==> src/rtl/xctx_pkg.sv <==
package xctx_pkg;
    localparam int AW         = 64;
    localparam int PART_W     = 12;
    localparam int PROC_W     = 20;
    localparam int QUAD_W     = 2;
    localparam int RM_CLR_W   = 4;
    localparam int EA_VALID_W = AW - QUAD_W;

    typedef enum logic [1:0] {
        ACC_READ  = 2'd0,
        ACC_WRITE = 2'd1,
        ACC_FETCH = 2'd2,
        ACC_RSVD  = 2'd3
    } acc_e;

    typedef enum logic [1:0] {
        RES_REAL    = 2'd0,
        RES_XLATE   = 2'd1,
        RES_SEGF    = 2'd2,
        RES_BADTYPE = 2'd3
    } res_e;

    typedef struct packed {
        res_e              kind;
        logic [AW-1:0]     phys;
        logic [PART_W-1:0] part;
        logic [PROC_W-1:0] proc;
        logic              need_proc;
        logic              need_part;
        logic [AW-1:0]     graddr;
        logic              iseg;
        logic              dseg;
        logic [AW-1:0]     faddr;
    } res_t;
endpackage

==> src/rtl/xctx_reloc.sv <==
module xctx_reloc
    import xctx_pkg::*;
(
    input  logic [1:0] acc_type,
    input  logic       irelo,
    input  logic       drelo,
    output logic       reloc_on,
    output logic       is_fetch,
    output logic       bad_type
);
    always_comb begin
        is_fetch = (acc_e'(acc_type) == ACC_FETCH);
        bad_type = (acc_e'(acc_type) == ACC_RSVD);
        reloc_on = is_fetch ? irelo : drelo;
    end
endmodule

==> src/rtl/xctx_quad.sv <==
module xctx_quad
    import xctx_pkg::*;
(
    input  logic [QUAD_W-1:0] quad,
    input  logic              hv_mode,
    input  logic [PART_W-1:0] part_reg,
    input  logic [PROC_W-1:0] proc_reg,
    output logic              legal,
    output logic [PART_W-1:0] sel_part,
    output logic [PROC_W-1:0] sel_proc
);
    always_comb begin
        legal    = 1'b1;
        sel_part = '0;
        sel_proc = '0;
        if (hv_mode) begin
            unique case (quad)
                2'd0: sel_proc = proc_reg;
                2'd1: begin
                    sel_part = part_reg;
                    sel_proc = proc_reg;
                end
                2'd2: sel_part = part_reg;
                default: ;
            endcase
        end else begin
            unique case (quad)
                2'd0: begin
                    sel_part = part_reg;
                    sel_proc = proc_reg;
                end
                2'd3: sel_part = part_reg;
                default: legal = 1'b0;
            endcase
        end
    end
endmodule

==> src/rtl/xctx_realmode.sv <==
module xctx_realmode
    import xctx_pkg::*;
(
    input  logic [AW-1:0] eff_addr,
    input  logic [AW-1:0] rmo_reg,
    output logic [AW-1:0] real_pa
);
    logic [AW-1:0] trimmed;

    always_comb begin
        trimmed = {{RM_CLR_W{1'b0}}, eff_addr[AW-RM_CLR_W-1:0]};
        real_pa = eff_addr[AW-1] ? trimmed : (trimmed | rmo_reg);
    end
endmodule

==> src/rtl/xlate_ctx_sel.sv <==
module xlate_ctx_sel
    import xctx_pkg::*;
(
    input  logic              clk,
    input  logic              rst_n,
    input  logic              req_valid,
    output logic              req_ready,
    input  logic [1:0]        acc_type,
    input  logic [AW-1:0]     eff_addr,
    input  logic              hv_mode,
    input  logic              irelo,
    input  logic              drelo,
    input  logic              hv_present,
    input  logic [PART_W-1:0] part_reg,
    input  logic [PROC_W-1:0] proc_reg,
    input  logic [AW-1:0]     rmo_reg,
    output logic              out_valid,
    input  logic              out_ready,
    output logic [1:0]        res_kind,
    output logic [AW-1:0]     phys_addr,
    output logic [PART_W-1:0] ctx_part,
    output logic [PROC_W-1:0] ctx_proc,
    output logic              need_proc,
    output logic              need_part,
    output logic [AW-1:0]     guest_raddr,
    output logic              iseg_fault,
    output logic              dseg_fault,
    output logic [AW-1:0]     fault_addr
);
    typedef struct packed {
        logic valid;
        res_t res;
    } state_t;

    state_t st_d, st_q;
    res_t   nxt;

    logic              reloc_on, is_fetch, bad_type;
    logic              q_legal;
    logic [PART_W-1:0] q_part;
    logic [PROC_W-1:0] q_proc;
    logic [AW-1:0]     real_pa;

    xctx_reloc u_reloc (
        .acc_type (acc_type),
        .irelo    (irelo),
        .drelo    (drelo),
        .reloc_on (reloc_on),
        .is_fetch (is_fetch),
        .bad_type (bad_type)
    );

    xctx_quad u_quad (
        .quad     (eff_addr[AW-1 -: QUAD_W]),
        .hv_mode  (hv_mode),
        .part_reg (part_reg),
        .proc_reg (proc_reg),
        .legal    (q_legal),
        .sel_part (q_part),
        .sel_proc (q_proc)
    );

    xctx_realmode u_rm (
        .eff_addr (eff_addr),
        .rmo_reg  (rmo_reg),
        .real_pa  (real_pa)
    );

    assign req_ready = !st_q.valid || out_ready;

    always_comb begin
        nxt = '0;
        if (bad_type) begin
            nxt.kind = RES_BADTYPE;
        end else if (!reloc_on && (hv_mode || !hv_present)) begin
            nxt.kind = RES_REAL;
            nxt.phys = real_pa;
        end else if (!q_legal) begin
            nxt.kind = RES_SEGF;
            if (is_fetch) begin
                nxt.iseg = 1'b1;
            end else begin
                nxt.dseg  = 1'b1;
                nxt.faddr = eff_addr;
            end
        end else begin
            nxt.kind      = RES_XLATE;
            nxt.part      = q_part;
            nxt.proc      = q_proc;
            nxt.need_proc = reloc_on;
            nxt.need_part = (q_part != '0) || !hv_mode;
            nxt.graddr    = reloc_on ? '0 : {{QUAD_W{1'b0}}, eff_addr[EA_VALID_W-1:0]};
        end

        st_d = st_q;
        if (st_q.valid && out_ready) begin
            st_d.valid = 1'b0;
        end
        if (req_valid && req_ready) begin
            st_d.valid = 1'b1;
            st_d.res   = nxt;
        end
    end

    always_ff @(posedge clk or negedge rst_n) begin
        if (!rst_n) begin
            st_q <= '0;
        end else begin
            st_q <= st_d;
        end
    end

    assign out_valid   = st_q.valid;
    assign res_kind    = st_q.res.kind;
    assign phys_addr   = st_q.res.phys;
    assign ctx_part    = st_q.res.part;
    assign ctx_proc    = st_q.res.proc;
    assign need_proc   = st_q.res.need_proc;
    assign need_part   = st_q.res.need_part;
    assign guest_raddr = st_q.res.graddr;
    assign iseg_fault  = st_q.res.iseg;
    assign dseg_fault  = st_q.res.dseg;
    assign fault_addr  = st_q.res.faddr;
endmodule

==> config.mk <==
export PLATFORM = sky130hd
export DESIGN_NAME = xlate_ctx_sel
export DESIGN_NICKNAME = d
export VERILOG_FILES = /design/src/rtl/xctx_pkg.sv /design/src/rtl/xctx_reloc.sv /design/src/rtl/xctx_quad.sv /design/src/rtl/xctx_realmode.sv /design/src/rtl/xlate_ctx_sel.sv
export SDC_FILE = /design/constraint.sdc
export NUM_CORES = 1
export LEC_CHECK = 0
export ABC_AREA = 0
export BUFFER_PORTS_ARGS = -buffer_cell sky130_fd_sc_hd__buf_2
export CORE_AREA = 3 3 153 155
export CTS_CLUSTER_SIZE = 40
export DETAILED_ROUTE_END_ITERATION = 16
export DIE_AREA = 0 0 156 158
export MAX_ROUTING_LAYER = met4
export PLACE_DENSITY_LB_ADDON = 0.2
export SKIP_LAST_GASP = 1
export SYNTH_ARGS = -nofsm -noshare
export SYNTH_HDL_FRONTEND = slang
export SYNTH_SLANG_ARGS = --single-unit
==> constraint.sdc <==
create_clock -name clk -period 1.6 [get_ports clk]
set_input_delay 0.16 -clock clk [delete_from_list [all_inputs] [get_ports clk]]
set_output_delay 0.16 -clock clk [all_outputs]
set_load 0.02 [all_outputs]
### Word-level counts from Yosys, hierarchy flattened

Cells that the tools add are included.

| storage, ports and cells | value |
|---|---|
| register bits | 231 |
| bits of input ports | 170 |
| logic and storage cells | 56 |

| cells by class | value |
|---|---|
| reduce and logical (&&, ||, !) cells | 16 |
| muxes and demuxes | 23 |
| equality and inequality tests | 5 |
| bitwise gates (word level) | 1 |

Operator list:

| cell | number |
|---|---|
| 231-bit two-way mux | 1 |
| 228-bit two-way mux | 1 |
| 164-bit two-way mux | 1 |
| 64-bit two-way mux | 2 |
| 98-bit two-way mux | 1 |
| 66-bit two-way mux | 1 |
| 65-bit two-way mux | 1 |
| 60-bit by 64-bit OR with 64-bit output | 1 |
| 62-bit two-way mux | 1 |
| 20-bit two-way mux | 3 |
| 12-bit two-way mux | 3 |
| 12-bit nonzero test | 1 |
| 2-bit equality test (second input constant) | 4 |
| 2-bit two-way mux | 3 |
| 2-bit OR reduction | 3 |
| 1-bit two-way mux | 5 |
| 1-bit logical NOT | 4 |
| 1-bit logical AND | 3 |
| 1-bit logical OR | 3 |
| 2-bit by 1-bit equality test with 1-bit output (second input constant) | 1 |
| 2-bit logical NOT | 1 |
| 2-bit nonzero test | 1 |

### Longest topological paths before layout

Gate-level depths: netlist (run 1).

| logic depth | value |
|---|---|
| word-level depth | 10 |
| gate-level depth with buffers | 8 |

### Modules after synthesis

From an unflattened synthesis (run 1), not the netlist that was laid out.

| unflattened totals | value |
|---|---|
| cell total of the unflattened synthesis | 848 |
| area total of the unflattened synthesis | 10473.8 um2 |

By module, submodules not included:

| module | sequential area each (um2) | instances | cells an instance | area each (um2) |
|---|---|---|---|---|
| xlate_ctx_sel | 5730.5 | 1 | 732 | 9608.0 |
| xctx_realmode | 0.0 | 1 | 71 | 556.8 |
| xctx_quad | 0.0 | 1 | 42 | 272.8 |
| xctx_reloc | 0.0 | 1 | 3 | 36.3 |

### Least setup slack after synthesis (run 1)

Ideal clock, no wire load.

| timing path | value |
|---|---|
| path kind | input to register |
| start | input eff_addr[63] |
| end | register st_q (netlist bit ctx_proc[0]) |
| path buffers | 2 |
| slack | -204 ps |
| cell stages on the path | 8 |
| arrival | 1737 ps |
| library setup time | 66 ps |
| cells stage by stage | inv_1 clkbuf_1 ha_1 nand2b_1 nand4_1 nor3_1 clkbuf_1 a22o_1 |

| between the ends | value |
|---|---|
| cells in the longest elaborated chain, start to end | 7 |
| elaborated cells on any way between the ends | 13 |

Ends and longest elaborated chain:

| what | line | source |
|---|---|---|
| start, declared | xlate_ctx_sel.sv:9 | `input logic [AW-1:0] eff_addr,` |
| 2-bit by 1-bit equality test with 1-bit output (tied with other cells) | xctx_quad.sv:17 | `unique case (quad)` |
| 2-bit OR reduction (no source line) | - |  |
| 20-bit two-way mux / 1-bit two-way mux (equally long branches) | xctx_quad.sv:17, xctx_quad.sv:27 |  |
| 20-bit two-way mux / 1-bit two-way mux (equally long branches) | xctx_quad.sv:16 | `if (hv_mode) begin` |
| 98-bit two-way mux (*) | xlate_ctx_sel.sv:78 | `end else if (!q_legal) begin` |
| 164-bit two-way mux (*) | xlate_ctx_sel.sv:75 | `end else if (!reloc_on && (hv_mode \|\| !hv_present)) begin` |
| 228-bit two-way mux (*) | xlate_ctx_sel.sv:73 | `if (bad_type) begin` |
| end signal, assigned | xlate_ctx_sel.sv:109 | `st_q <= st_d;` |
| end, declared | xlate_ctx_sel.sv:35 | `state_t st_d, st_q;` |

Mark *: on every way between the ends. The rest lies on a longest branch, timed or not.
A chain may end at the register's enable or synchronous reset.

### Final worst setup path (run 1)

| timing path | value |
|---|---|
| start | register st_q (netlist bit out_valid) |
| end | register st_q (netlist bit guest_raddr[15]) |

| between the ends | value |
|---|---|
| cells in the longest elaborated chain, start to end | 3 |

Ends and longest elaborated chain:

| what | line | source |
|---|---|---|
| 1-bit logical NOT | xlate_ctx_sel.sv:69 | `assign req_ready = !st_q.valid \|\| out_ready;` |
| 1-bit logical OR | xlate_ctx_sel.sv:69 |  |
| 1-bit logical AND | xlate_ctx_sel.sv:99 | `if (req_valid && req_ready) begin` |

Every way passes these cells.

==> results.cfg, run 1 <==
[place]
portBuffers = 399
dp_hpwl_mm = 19.3
routabilityCongestion = 0.828

[worst_setup_path]
worst-r2r-setup-slack_ps = 60
critPathKind = register to register
ff2ff_path_depth = 6
path_delay_family = simple AND/OR/NAND/NOR gates
cp-end-kind = register
slowest_stage = dfrtp_1
crit_required_ps = 2040
worstPathCellList = nand2b_4 -> nand4_1 -> nor3_4 -> buf_6 -> clkbuf_16 -> a22o_1
arrival_ps = 1980
worstReg2RegEnd = guest_raddr[15]
reg2reg_from = out_valid
cp.buffers_inverters = 2
slowest_delay_ps = 400
cp_max_fo = 9
start_kind = register

[drt]
wl_met1_mm = 11.8
viasPerCell = 5.18
drc = 0
antenna_left = 0
firstDrtPassIters = 7
top_layer = met4
post_drt_wl_per_cell_um = 19.4
routed_wl_mm = 30.1
wl_met3_mm = 2.34
first_iter_violations = 514
via_count = 8026
wl_met2_mm = 14.7

[sta]
max_slew_margin_pct = 62.3
hold_violations = 0
setup_viol = 0
rsz0062_at_grt = true
slew_violations = 0
fin_crit_sh_pct = 96.4
max_freq_mhz = 648
setup_total_negative_slack_ps = 0
min_period_ps = 1540
worstMarginPinSlew_ps = 566
skew_ps = 8.76

[finish]
nFillCells = 1714
syn2layout_area_growth_pct = 60.3
nets = 1424
drive_above_1_share_pct = 38.8
multi_input_area_mm2 = 0.00256
final_cell_mix = 398 x buf_2, 229 x dfrtp_1, 162 x dlygate4sd3_1
final_common_cell = buf_2
seq_area_mm2 = 0.00573
finish.utilization_pct = 62.2

[logic_synthesis]
yosys_warnings = 0
postSynthAreaPerCell_um2 = 12.6
seq_area_frac_synth_pct = 67.3
synth_xor_area_share_pct = 0.103
synth_top_family_by_area = compound AO/OA/AOI/OAI gates
yosysUniqueCellTypes = 27
synth-seq-cells = 229
synthAdderAreaFrac_pct = 0.294
postSynthCellCount = 675
syn-cell-area_mm2 = 0.00851
synthMuxAreaShare_pct = 0
synthSimpleGateAreaFrac_pct = 4.70
synth_compound_area_share_pct = 24.6

[floorplanning]
dieHeight_um = 158
pin_count = 402
chipWidth_um = 156
start_util_pct = 38.8
design.core.area_mm2 = 0.0220
row_count = 54
die_area_mm2 = 0.0246

[power]
ir_drop_uv = 674
leakage_nw = 7.32
cellPowerDensity_mw_per_mm2 = 1060

[global_route]
grt.total_usage_pct = 23.6
grt_pass1_vias = 8289
grt_pass1_wl_mm = 44.9
grt_start_max_net_pins = 65
grt_overflow_total = 0
antenna_found_initial = 0

[clocking]
cts_made_buffers = 24
h-tree-depth = 1
clk_pin_slew_ps = 60
cts.sinks = 229
cts-root-buf = clkbuf_16
clock_latency_ps = 510
clk_path_buf_depth = 3
cts_tree = yes

[worst_hold_path]
min_from = hv_mode
min_path_type = input pin to register
hold_path_end = need_part
min_path_cells = 3

[outcome]
status = completed

[flow_run]
maxCapViolCount = 0
[through the flow]
stage / power, W / cell area [um^2] / worst slack (ps) / hold slack [ps] / std cells
after floorplan: 0.00771 / 8540 / -5.41 / -136 / 676
after CTS: 0.0146 / 13500 / 48.3 / 2.81 / 1539
after detailed placement: 0.00891 / 11100 / -97.8 / 85.8 / 1336
after global placement: 0.00888 / 11100 / -51.1 / 75.2 / 1336
after global routing: 0.0152 / 13600 / -48.6 / 53.6 / 1547
final: 0.0145 / 13700 / 57.6 / 77.8 / 1548
[synthesized netlist by cell type]
library cell	n	area (um^2)
conb_1	1	3.75
clkbuf_1	39	146
ha_1	2	25.0
buf_2	12	60.1
o21ai_0	64	320
a21oi_1	62	310
nand3_1	1	5.00
and3b_1	1	8.76
a21o_1	2	15.0
dfrtp_1	229	5730
nand4b_1	1	8.76
inv_1	3	11.3
a22o_1	160	1400
and2_1	1	6.26
xor2_1	1	8.76
nor3_2	1	10.0
nand2b_1	5	31.3
nand2_1	72	270
nand3_2	1	10.0
nor4_1	3	18.8
o22a_1	2	17.5
nor3_1	2	10.0
nand4_1	1	6.26
or4_1	1	7.51
buf_4	5	37.5
nor2_1	2	7.51
a221oi_4	1	26.3
[flip-flops by register name, summed over array words and instances (netlist names)]
register     cells
need_proc        1
ctx_proc        20
fault_addr      64
guest_raddr     62
dseg_fault       1
iseg_fault       1
phys_addr       64
res_kind         2
need_part        1
out_valid        1
ctx_part        12
[worst register-to-register path, stage by stage (launching register included)]
cell and delay, ps:
dfrtp_1 400, nand2b_4 110, nand4_1 210, nor3_4 270, buf_6 180, clkbuf_16 180
a22o_1 130
[worst max path at each step]
stage                 start              end  slack [ps]  cells past startpoint
4_1_cts           out_valid   guest_raddr[4]          50                      5
2_1_floorplan  eff_addr[63]    fault_addr[0]          -5                      8
3_5_place_dp   eff_addr[62]  guest_raddr[19]        -100                      8
5_1_grt           out_valid  guest_raddr[18]         -50                      6
3_3_place_gp   eff_addr[62]   fault_addr[45]         -50                      9
6_report          out_valid  guest_raddr[15]          60                      6
[power breakdown]
group          total [W]  leakage (nW)  internal [W]  switching (W)
Combinational    0.00270          3.84       0.00114        0.00156
Sequential       0.00647          3.10       0.00623       0.000236
Clock            0.00537         0.381       0.00313        0.00224
Total             0.0145          7.32        0.0105        0.00403
[routing by layer]
metal | GRT usage (%) | vias up
met5 | - | -
li1 | - | 3640
met3 | 5.52 | 81
met1 | 28.1 | 3919
met4 | 9.67 | 0
met2 | 38.7 | 386
[cell families (layout without fill, tap and decap cells)]
family | count (synthesis) | count (layout)
and+or+nand+nor | 92 | 92
AOI/OAI and AO/OA | 291 | 291
other | 1 | 3
adders and majority gates | 2 | 2
DFF | 229 | 229
xor gates and xnor gates | 1 | 1
buffers and inverters | 59 | 650
[what timing repair did]
| item | 4_1_cts | 5_1_grt |
|---|---|---|
| setup endpoints to repair | 0 | 62 |
| setup buffers | 0 | 3 |
| endpoints found under the hold margin | 453 | 0 |
| hold buffers | 162 | 0 |
| gates resized for setup | 0 | 3 |
[area by class of cell]
type,instances,area share [%]
diodes,1,0.0183
clock buffers,30,4.94
clock inverters,11,0.605
inverters,3,0.0825
multi-input cells,388,18.8
flip-flops and latches,229,42.0
well taps,280,2.57
repair buffers,606,31.0
No activity file was read; power rests on OpenSTA's default activity.
==> run 2, diff against run 1 <==
- CTS_BUF_LIST: not set -> sky130_fd_sc_hd__clkbuf_16
==> run 2 against run 1 <==
  * Sequential share of layout area rose by 0.13 points
  * Count of clock-buffer cells in the layout fell by 5
  * Clock power fell by 3%
  * Critical endpoint is now guest_raddr[42]
  * Highest routed layer unchanged
  * Sequential cell count did not move
==> results.cfg, run 2 (same netlist as run 1, synthesis figures left out) <==
[outcome]
status = completed

[worst_setup_path]
critPathKind = register to register
cp_max_fo = 13
start_kind = register
ff2ff_path_depth = 6
crit_required_ps = 2050
arrival_ps = 2000
cp-end-kind = register

[drt]
post_drt_wl_per_cell_um = 19.3
antenna_left = 0
routed_wl_mm = 29.9
drc = 0
first_iter_violations = 542
viasPerCell = 5.17
via_count = 7994
firstDrtPassIters = 5

[place]
routabilityCongestion = 0.828
portBuffers = 399
dp_hpwl_mm = 19.3
placed_area_mm2 = 0.0111

[floorplanning]
chipWidth_um = 156
pin_count = 402
start_util_pct = 38.8
design.core.area_mm2 = 0.0220
row_count = 54
die_area_mm2 = 0.0246
dieHeight_um = 158

[worst_hold_path]
min_path_cells = 3
min_path_type = input pin to register

[finish]
final_common_cell = buf_2
drive_above_1_share_pct = 38.4
final_cell_mix = 398 x buf_2, 229 x dfrtp_1, 162 x dlygate4sd3_1
nFillCells = 1709
nets = 1422
syn2layout_area_growth_pct = 59.8
design_area_mm2 = 0.0136

[sta]
max_slew_margin_pct = 62.0
worstMarginPinSlew_ps = 570
slew_violations = 0
fin_crit_sh_pct = 96.9
skew_ps = 7.77
timing.hold.ws_ps = 68.2
hold_violations = 0
min_period_ps = 1550
setup_viol = 0
max_freq_mhz = 645
rsz0062_at_grt = true

[global_route]
grt_start_max_net_pins = 65
grt.total_usage_pct = 23.6
grt_pass1_vias = 8335
grt_pass1_wl_mm = 44.9
grt_overflow_total = 0
antenna_found_initial = 0

[clocking]
h-tree-depth = 1
cts_made_buffers = 24
cts-root-buf = clkbuf_16
clk_path_buf_depth = 3
clk_pin_slew_ps = 60
cts.sinks = 229
clock_latency_ps = 500
cts_tree = yes

[power]
switching_share_pct = 28.0
power_w = 0.0143
ir_drop_uv = 676
cellPowerDensity_mw_per_mm2 = 1050
leakage_nw = 7.31
seq_power_share_pct = 45.1
p_int_w = 0.0103
clockPowerShare_pct = 36.1
combPwrFrac_pct = 18.8
power.switching_w = 0.00401

[flow_run]
maxCapViolCount = 0
run 2: metal layers:
| layer | part of all wire, % | vias to the layer above | routed length [um] | GRT usage, % |
|---|---|---|---|---|
| li1 | - | 3635 | - | - |
| met1 | 39 | 3839 | 11500 | 28.1 |
| met2 | 49 | 429 | 14600 | 38.5 |
| met3 | 8.3 | 91 | 2480 | 5.63 |
| met4 | 4.3 | 0 | 1280 | 10.6 |
| met5 | 0 | - | 0 | - |
run 2: power groups by stage:
stage / registers, W / clock network (W) / logic (W)
6_report: 0.00647 / 0.00519 / 0.00270
5_1_grt: 0.00652 / 0.00559 / 0.00290
4_1_cts: 0.00646 / 0.00533 / 0.00266
3_5_place_dp: 0.00655 / 0 / 0.00236
3_3_place_gp: 0.00656 / 0 / 0.00233
2_1_floorplan: 0.00711 / 0 / 0.000607
run 2: through the flow:
step / util, % / TNS (ps) / instances / worst slack, ps
finish: 62.0 / 0 / 1546 / 49.7
detailed placement: 50.7 / -7110 / 1336 / -97.8
CTS: 61.4 / 0 / 1539 / 48.3
floorplan: - / -360 / 676 / -5.41
global route: 62.0 / -2100 / 1545 / -54.7
global placement: 50.7 / -2780 / 1336 / -51.1
run 2: worst max-delay path, stage by stage, from the launching register on:
cell and delay (ps):
dfrtp_1 400, nand2b_4 120, nand4_1 210, nor3_4 260, buf_12 180, clkbuf_16 180, a22o_1 130
run 2: worst paths after layout:
path,slack [ps],end,startpoint
worst min-delay path,70,need_part,hv_mode
max in group asynchronous,890,guest_raddr[20],rst_n
min in group asynchronous,120,phys_addr[12],rst_n
worst min register to register,470,phys_addr[18],phys_addr[18]
worst max-delay path,50,guest_raddr[42],out_valid
worst max register to register,50,guest_raddr[42],out_valid
run 2: what timing repair did:
action / in CTS / in global routing
buffers inserted: 0 / 2
hold endpoints to repair: 453 / 0
gates resized for setup: 0 / 3
setup endpoints to repair: 0 / 62
hold buffers: 162 / 0
run 2: final cells by class:
| class | instances | area [um^2] | area share (%) |
|---|---|---|---|
| Clock buffer | 25 | 626 | 4.60 |
| Tap cell | 280 | 350 | 2.57 |
| Inverter | 3 | 11.3 | 0.0827 |
| Timing Repair Buffer | 604 | 4220 | 31.0 |
| Clock inverter | 16 | 101 | 0.745 |
| Sequential cell | 229 | 5730 | 42.1 |
| Multi-Input combinational cell | 388 | 2560 | 18.8 |
| Antenna cell | 1 | 2.50 | 0.0184 |
